`src/rtl/ifu_pkg.sv`:
```
package ifu_pkg;

   // Sequencer states of the fetch unit
   typedef enum logic [1:0] {
      FS_GAP  = 2'd0,   // strobe high, about to start a read
      FS_READ = 2'd1,   // strobe low, waiting for the byte
      FS_HOLD = 2'd2    // instruction complete, waiting for ready
   } fetch_state_e;

endpackage

```
`src/rtl/ifu_len_decode.sv`:
```
module ifu_len_decode #(
   parameter int OPC_W   = 8,
   parameter int LEN_LSB = 6,
   parameter int LEN_W   = 2,
   parameter int MAX_LEN = 3
) (
   input  logic [OPC_W-1:0] opcode,
   output logic [LEN_W-1:0] ins_len
);

   localparam logic [LEN_W-1:0] ONE_BYTE = LEN_W'(1);
   localparam logic [LEN_W-1:0] TWO_BYTE = LEN_W'(2);
   localparam logic [LEN_W-1:0] LEN_MAX  = LEN_W'(MAX_LEN);

   if (LEN_LSB + LEN_W > OPC_W) begin : g_bad_field
      $error("length field lies outside the opcode");
   end

   logic [LEN_W-1:0] field;

   always_comb begin
      field = opcode[LEN_LSB +: LEN_W];
      if (field < TWO_BYTE) begin
         ins_len = ONE_BYTE;
      end else if (field > LEN_MAX) begin
         ins_len = LEN_MAX;
      end else begin
         ins_len = field;
      end
   end

endmodule

```
`src/rtl/ifu_strobe_timer.sv`:
```
module ifu_strobe_timer #(
   parameter int STROBE_CYCLES = 3
) (
   input  logic clk,
   input  logic rst_n,
   input  logic run,
   output logic last
);

   if (STROBE_CYCLES < 1) begin : g_bad_len
      $error("STROBE_CYCLES must be at least 1");
   end

   if (STROBE_CYCLES == 1) begin : g_single
      assign last = run;
   end else begin : g_count
      localparam int CNT_W = $clog2(STROBE_CYCLES);
      localparam logic [CNT_W-1:0] CNT_LAST = CNT_W'(STROBE_CYCLES - 1);

      logic [CNT_W-1:0] cnt_q;

      assign last = run && (cnt_q == CNT_LAST);

      always_ff @(posedge clk) begin
         if (!rst_n) begin
            cnt_q <= '0;
         end else if (run && !last) begin
            cnt_q <= cnt_q + CNT_W'(1);
         end else begin
            cnt_q <= '0;
         end
      end
   end

endmodule

```
`src/rtl/ifu_operand_asm.sv`:
```
module ifu_operand_asm #(
   parameter int BYTE_W     = 8,
   parameter int OPND_BYTES = 2,
   parameter int IDX_W      = 2
) (
   input  logic                         clk,
   input  logic                         rst_n,
   input  logic                         clear,
   input  logic                         wr_en,
   input  logic [IDX_W-1:0]             byte_idx,
   input  logic [BYTE_W-1:0]            din,
   output logic [BYTE_W*OPND_BYTES-1:0] operand
);

   if ((1 << IDX_W) < OPND_BYTES + 1) begin : g_bad_idx
      $error("IDX_W too narrow for the operand byte count");
   end

   // Lane g holds instruction byte g+1; lane 0 is the least significant byte
   for (genvar g = 0; g < OPND_BYTES; g++) begin : g_lane
      logic [BYTE_W-1:0] lane_q;

      always_ff @(posedge clk) begin
         if (!rst_n || clear) begin
            lane_q <= '0;
         end else if (wr_en && byte_idx == IDX_W'(g + 1)) begin
            lane_q <= din;
         end
      end

      assign operand[g*BYTE_W +: BYTE_W] = lane_q;
   end

endmodule

```
`src/rtl/ifu_fetch.sv`:
```
module ifu_fetch
   import ifu_pkg::*;
#(
   parameter int          ADDR_W        = 16,
   parameter int          BYTE_W        = 8,
   parameter int          OPND_BYTES    = 2,
   parameter int          STROBE_CYCLES = 3,
   parameter int          LEN_LSB       = 6,
   parameter logic [15:0] RESET_PC      = 16'h0000,
   localparam int         MAX_LEN       = OPND_BYTES + 1,
   localparam int         LEN_W         = $clog2(MAX_LEN + 1),
   localparam int         OPND_W        = BYTE_W * OPND_BYTES
) (
   input  logic              clk,
   input  logic              rst_n,
   input  logic              pc_load,
   input  logic [ADDR_W-1:0] pc_target,
   output logic [ADDR_W-1:0] mem_addr,
   output logic              mem_rd_n,
   input  logic [BYTE_W-1:0] mem_rdata,
   output logic              ins_valid,
   input  logic              ins_ready,
   output logic [BYTE_W-1:0] ins_opcode,
   output logic [OPND_W-1:0] ins_operand,
   output logic [LEN_W-1:0]  ins_len
);

   if (ADDR_W > 16 || ADDR_W < 2) begin : g_bad_addr
      $error("ADDR_W must lie between 2 and 16");
   end
   if (OPND_BYTES < 1) begin : g_bad_opnd
      $error("OPND_BYTES must be at least 1");
   end

   localparam logic [ADDR_W-1:0] PC_INIT = RESET_PC[ADDR_W-1:0];
   localparam logic [LEN_W-1:0]  IDX_ONE = LEN_W'(1);

   fetch_state_e      state_q, state_d;
   logic [ADDR_W-1:0] pc_q;
   logic [LEN_W-1:0]  idx_q;
   logic [LEN_W-1:0]  len_q;
   logic [BYTE_W-1:0] opcode_q;

   logic              strobe_last;
   logic              capture;
   logic              is_opcode;
   logic              done;
   logic [LEN_W-1:0]  dec_len;
   logic [LEN_W-1:0]  cur_len;

   ifu_strobe_timer #(
      .STROBE_CYCLES (STROBE_CYCLES)
   ) timer_i (
      .clk   (clk),
      .rst_n (rst_n),
      .run   (state_q == FS_READ && !pc_load),
      .last  (strobe_last)
   );

   ifu_len_decode #(
      .OPC_W   (BYTE_W),
      .LEN_LSB (LEN_LSB),
      .LEN_W   (LEN_W),
      .MAX_LEN (MAX_LEN)
   ) len_i (
      .opcode  (mem_rdata),
      .ins_len (dec_len)
   );

   ifu_operand_asm #(
      .BYTE_W     (BYTE_W),
      .OPND_BYTES (OPND_BYTES),
      .IDX_W      (LEN_W)
   ) opnd_i (
      .clk      (clk),
      .rst_n    (rst_n),
      .clear    (pc_load || (capture && is_opcode)),
      .wr_en    (capture && !is_opcode),
      .byte_idx (idx_q),
      .din      (mem_rdata),
      .operand  (ins_operand)
   );

   // A byte is taken on the edge that ends the strobe
   assign capture   = (state_q == FS_READ) && strobe_last && !pc_load;
   assign is_opcode = (idx_q == '0);
   assign cur_len   = is_opcode ? dec_len : len_q;
   assign done      = (idx_q == cur_len - IDX_ONE);

   always_comb begin
      state_d = state_q;
      if (pc_load) begin
         state_d = FS_GAP;
      end else begin
         unique case (state_q)
            FS_GAP:  state_d = FS_READ;
            FS_READ: if (strobe_last) state_d = done ? FS_HOLD : FS_GAP;
            FS_HOLD: if (ins_ready)   state_d = FS_READ;
            default: state_d = FS_GAP;
         endcase
      end
   end

   always_ff @(posedge clk) begin
      if (!rst_n) begin
         state_q  <= FS_GAP;
         pc_q     <= PC_INIT;
         idx_q    <= '0;
         len_q    <= IDX_ONE;
         opcode_q <= '0;
      end else begin
         state_q <= state_d;
         if (pc_load) begin
            pc_q  <= pc_target;
            idx_q <= '0;
         end else if (capture) begin
            pc_q  <= pc_q + ADDR_W'(1);
            idx_q <= done ? '0 : idx_q + IDX_ONE;
            if (is_opcode) begin
               opcode_q <= mem_rdata;
               len_q    <= dec_len;
            end
         end
      end
   end

   assign mem_addr   = pc_q;
   assign mem_rd_n   = (state_q != FS_READ);
   assign ins_valid  = (state_q == FS_HOLD);
   assign ins_opcode = opcode_q;
   assign ins_len    = len_q;

endmodule

```
`config.mk`:
```
export PLATFORM = sky130hd
export DESIGN_NAME = ifu_fetch
export DESIGN_NICKNAME = d
export VERILOG_FILES = /design/src/rtl/ifu_pkg.sv /design/src/rtl/ifu_len_decode.sv /design/src/rtl/ifu_strobe_timer.sv /design/src/rtl/ifu_operand_asm.sv /design/src/rtl/ifu_fetch.sv
export SDC_FILE = /design/constraint.sdc
export NUM_CORES = 1
export LEC_CHECK = 0
export CORE_MARGIN = 4
export CORE_UTILIZATION = 35
export DETAILED_ROUTE_END_ITERATION = 8
export PLACE_DENSITY = 0.76
export SYNTH_ARGS = -nofsm -noshare
export SYNTH_HDL_FRONTEND = slang
export SYNTH_SLANG_ARGS = --single-unit
```
`constraint.sdc`:
```
create_clock -name clk -period 1.6 [get_ports clk]
set_input_delay 0.32 -clock clk [delete_from_list [all_inputs] [get_ports clk]]
set_output_delay 0.32 -clock clk [all_outputs]
set_load 0.01 [all_outputs]
```
# Yosys cells after proc, flatten, opt, wreduce, memory -nomap -nowiden
# Cells that the tools add are included.
# totals
reg_bits,48
inputBits,28
out_inout_bits,44
wordCells,58
# op_classes
n_addsub,4
n_lt_le_gt_ge,2
n_eq_ne,9
muxes,10
bitwise_logic,2
reduce_logical,23
# ops
cell,count
2-to-1 mux 16 bit,2
"adder 16 x 1 -> 16 bit, second input constant",1
2-to-1 mux 2 bit,7
logical AND 1 bit,9
"equality test 2 bit, second input constant",3
one-hot mux 2 bit (3 select lines),1
AND reduction 2 bit,3
"adder 2 x 1 -> 2 bit, second input constant",2
"equality test 2 x 1 -> 1 bit, second input constant",2
logical NOT 1 bit,4
logical NOT 2 bit,2
"inequality test 2 x 1 -> 1 bit, second input constant",2
AND reduction 3 bit,1
equality test 2 bit,1
"greater-than comparator 2 bit, second input constant",1
logical OR 1 bit,2
"less-than comparator 2 bit, second input constant",1
"inequality test 2 bit, second input constant",1
inverter 1 bit,2
nonzero test 2 bit,1
OR reduction 2 bit,1
"subtractor 2 x 1 -> 2 bit, second input constant",1

# Logic depth before layout (Yosys ltp)
# Gate-level depths: netlist of run 1.
# logic_depth
ltp_word,9
ltp_mapped,9
ltp_nobuf,6

# By module
# A second synthesis of run 1 with hierarchy kept.
# hier_totals
cells_unflattened,267
area_unflattened_um2,2414.8
# by_module_without_submodules
mod,n_inst,cells_per_inst,area_per_inst_um2,seq_area_each_um2
ifu_fetch,1,193,1582.8,600.6
ifu_operand_asm,1,65,729.4,320.3
ifu_strobe_timer,1,7,88.8,40.0
ifu_len_decode,1,2,13.8,0.0

# Least setup slack after synthesis of run 1
# No wires, ideal clock.
# synth_path
path_kind,register to register
startpoint,reg pc_q[0] (netlist: mem_addr[0])
endpoint,reg pc_q[14] (netlist: mem_addr[14])
setup_ns,0.122
arrival_ns,1.479
required_time_ns,1.478
setup_slack_ns,-0.001
path_stages_with_launch,6
path_buffers,0
synth_period_minus_slack_ns,1.601
cell_sequence,dfxtp_1 ha_1 nand4b_4 nor4_2 mux2i_1 a311o_1
# synth_via
elab_chain_cells,3
# synth_rtl
element,line,rtl
"start, declared",ifu_fetch.sv:39,logic [ADDR_W-1:0] pc_q;
"start signal, assigned",ifu_fetch.sv:114,pc_q <= pc_target;
"start signal, assigned",ifu_fetch.sv:117,pc_q <= pc_q + ADDR_W'(1);
adder 16 x 1 -> 16 bit,ifu_fetch.sv:117,
2-to-1 mux 16 bit,ifu_fetch.sv:116,end else if (capture) begin
2-to-1 mux 16 bit,ifu_fetch.sv:113,if (pc_load) begin
# Every way passes these cells. The select of a mux whose other input is x is not followed.
# A chain may end at the register's enable or synchronous reset.

# Worst setup path in the final report of run 1
# layout_path
startpoint,reg pc_q[12] (netlist: mem_addr[12])
endpoint,out mem_addr[12]
# layout_lines
element,line,rtl
"end, declared",ifu_fetch.sv:18,"output logic [ADDR_W-1:0] mem_addr,"
# No word-level cell between the ends.

==> impl_metrics.toml, run 1 <==
[status]
status = "finished, final reports clean"

[sta]
hold_viol_final = 0
slew_headroom_pct = 78.4
finClkSkew_ps = 7.09
drv_slew = 0
worst_slew_pin_slew_ps = 320
fin_crit_sh_pct = 96.5
hold_slack_ps = 422
max_freq_ghz = 0.648
fin_setup_tns_ps = 0
grt_setup_unrepaired = "true"
period_minus_slack_ps = 1540
setup_violations = 0

[cts]
clk_pin_slew_ps = 90
cts_tree = "built"
cts.htree.levels = 2
cts_buffers = 5
cts_root_buf = "clkbuf_8"
clockBufferDepth = 2
cts.sink_count = 48
ctsHoldBuffers = 0
clk_latency_ps = 300

[detailed_routing]
wire_per_inst_um = 13.7
postRouteAntennaNets = 0
drt_drc_violations_left = 0
routed_wl_um = 5800
vias_per_cell = 4.98
vias = 2108
drtIter0Drc = 83
drt-pass1-iter-count = 4

[grt]
antenna_found_initial = 0
grt_usage_pct = 15.4
grt-ovfl-total = 0
grt_max_degree = 17
grt_pass1_wl_um = 9400
first_global_vias = 2008

[worst_setup_path]
endpoint_kind = "output port"
crit_required_ps = 1280
critPathKind = "reg -> out"
cp-start-kind = "flip-flop"
r2r_start = "idx_q[1]$_SDFFE_PP0N_"
crit_slowest_cell = "clkdlybuf4s50_1"
path_cells = "clkdlybuf4s50_1"
max_stage_delay_ps = 550
critPathBufInv = 1
startpoint = "mem_addr[12]$_SDFFE_PN0P_"
worstPathArrival_ps = 1220
path_max_fanout = 3
path_delay_family = "buffers and inverters"

[floorplanning]
die_w_um = 87.7
fp.coreArea_um2 = 6060
pin_count = 72
fp.dieH_um = 87.7
fp-row-count = 28
start_util_pct = 36.7
die_area_um2 = 7700

[yosys]
synth_edf_count = 0
synth_top_area_share_pct = 43.2
synth.distinct_cells = 44
synth_ff_type = "dfxtp_1"
seq_area_frac_synth_pct = 43.2
netlist_instances = 243
syn_area_per_cell_um2 = 9.15
yosysWarnings = 0
ys_top_cells_by_area = "dfxtp_1 (43%), mux2i_1 (8.5%), nand2_1 (4.2%)"
async_flop_share_pct = 0
ys_seq_elements = 48
yosysTopAreaCell = "dfxtp_1"
synth_area_um2 = 2220
synth_fp_nets = 276

[worst_hold_path]
hold_class = "reg -> reg"
hp-start = "timer_i.g_count.cnt_q[0]$_SDFF_PN0_"

[pwr]
p_leak_nw = 1.50
p_per_area_nw_per_um2 = 710
ir_drop_mv = 0.422

[cells_and_area]
regArea_um2 = 978
area_delta_synth_final_pct = 55.7
fin_util_pct = 57.1
final_layout_size_suffix_gt1_share_pct = 22.1
nets = 380
multi_input_comb_area_um2 = 1230
antenna_cells = 0
fill_cells = 547

[placement]
io_buffers = 71
routabilityCongestion = 0.807
dp_hpwl_um = 4510

[flow_run]
maxCapViolCount = 0
==> layout by cell type (no fill, tap or decap), types with 6 or more instances in the layout <==
cell / Yosys / final
nand3_1: 10 / 9
buf_4: 2 / 36
nor2_1: 23 / 22
mux2i_1: 19 / 17
nand2_1: 25 / 25
a21boi_0: 9 / 8
xnor2_1: 6 / 6
inv_1: 8 / 6
dlygate4sd2_1: 0 / 10
dfxtp_2: 0 / 11
o21ai_0: 14 / 13
clkdlybuf4s50_1: 0 / 58
dfxtp_1: 48 / 36
a21oi_1: 7 / 7
==> stage by stage <==
step	power, mW	cells	instance area (um2)	setup slack (ps)
6_report	2.46	423	3460	56.1
3_3_place_gp	1.59	413	3260	-154
4_1_cts	2.48	421	3390	1.82
5_1_grt	2.56	423	3460	-22.8
2_1_floorplan	1.39	243	2230	4.81
3_5_place_dp	1.60	413	3260	-208
==> repair_timing <==
| action | CTS | global route |
|---|---|---|
| endpoints found under the setup margin | 26 | 38 |
| pin swaps | 0 | 9 |
| resized for setup | 22 | 19 |
| setup buffers | 0 | 2 |
==> final cells by class <==
| class | instances | share of cell area, % |
|---|---|---|
| Multi-Input combinational cell | 175 | 35.5 |
| Timing Repair Buffer | 109 | 29.3 |
| Clock inverter | 3 | 1.34 |
| Clock buffer | 5 | 1.99 |
| Tap cell | 75 | 2.71 |
| Sequential cell | 48 | 28.3 |
| Inverter | 8 | 0.867 |
==> sequential cells by signal, indices dropped and copies added (netlist names) <==
signal	cells
ins_opcode	8
idx_q	2
state_q	2
ins_len	2
timer_i.g_count.cnt_q	2
mem_addr	16
opnd_i.g_lane.lane_q	16
==> cells in the mapped netlist, types with 3 or more instances <==
master	instances
ha_1	5
clkbuf_1	6
o31ai_1	4
a21oi_1	7
nor2b_1	3
nand3_1	10
xnor2_1	6
xor2_1	4
a21boi_0	9
nor2_1	23
inv_1	8
o21ai_0	14
o211a_1	4
a31oi_1	5
nand2_1	25
nand4_1	4
buf_2	3
dfxtp_1	48
mux2i_1	19
or4_1	4
==> final timing paths <==
path	to	slack, ps	depth (start not counted)
max	mem_addr[12]	60	1
min	timer_i.g_count.cnt_q[0]$_SDFF_PN0_	420	1
max reg2reg	idx_q[1]$_SDFFE_PP0N_	60	6
min reg2reg	timer_i.g_count.cnt_q[0]$_SDFF_PN0_	420	1
==> routing by layer <==
| metal | GRT usage, % | up-vias | part of all wire (%) |
|---|---|---|---|
| li1 | - | 1075 | - |
| met2 | 27.1 | 47 | 51 |
| met5 | 0 | - | 0 |
| met1 | 18.5 | 980 | 43 |
| met3 | 3.86 | 6 | 5.1 |
| met4 | 4.18 | 0 | 1.3 |
==> cells by family after synthesis <==
kind of cell | share of synthesized area, %
xor gates and xnor gates | 3.94
muxes | 8.55
buffers and inverters | 4.22
adders and majority gates | 2.81
AOI/OAI and AO/OA | 14.2
and+or+nand+nor | 23.1
DFF | 43.2
==> where the power goes <==
part / switching [mW] / internal (mW)
clock network: 0.425 / 0.471
logic: 0.129 / 0.180
registers: 0.0279 / 1.23
(Power assumes the default switching activity.)
==> run 2, diff against run 1 <==
Settings changed: CTS_BUF_LIST from default to sky130_fd_sc_hd__clkbuf_2 sky130_fd_sc_hd__clkbuf_4 sky130_fd_sc_hd__clkbuf_8.
==> results of run 2 <==
No change in the layout: final DEF, timing and power equal those of run 1.
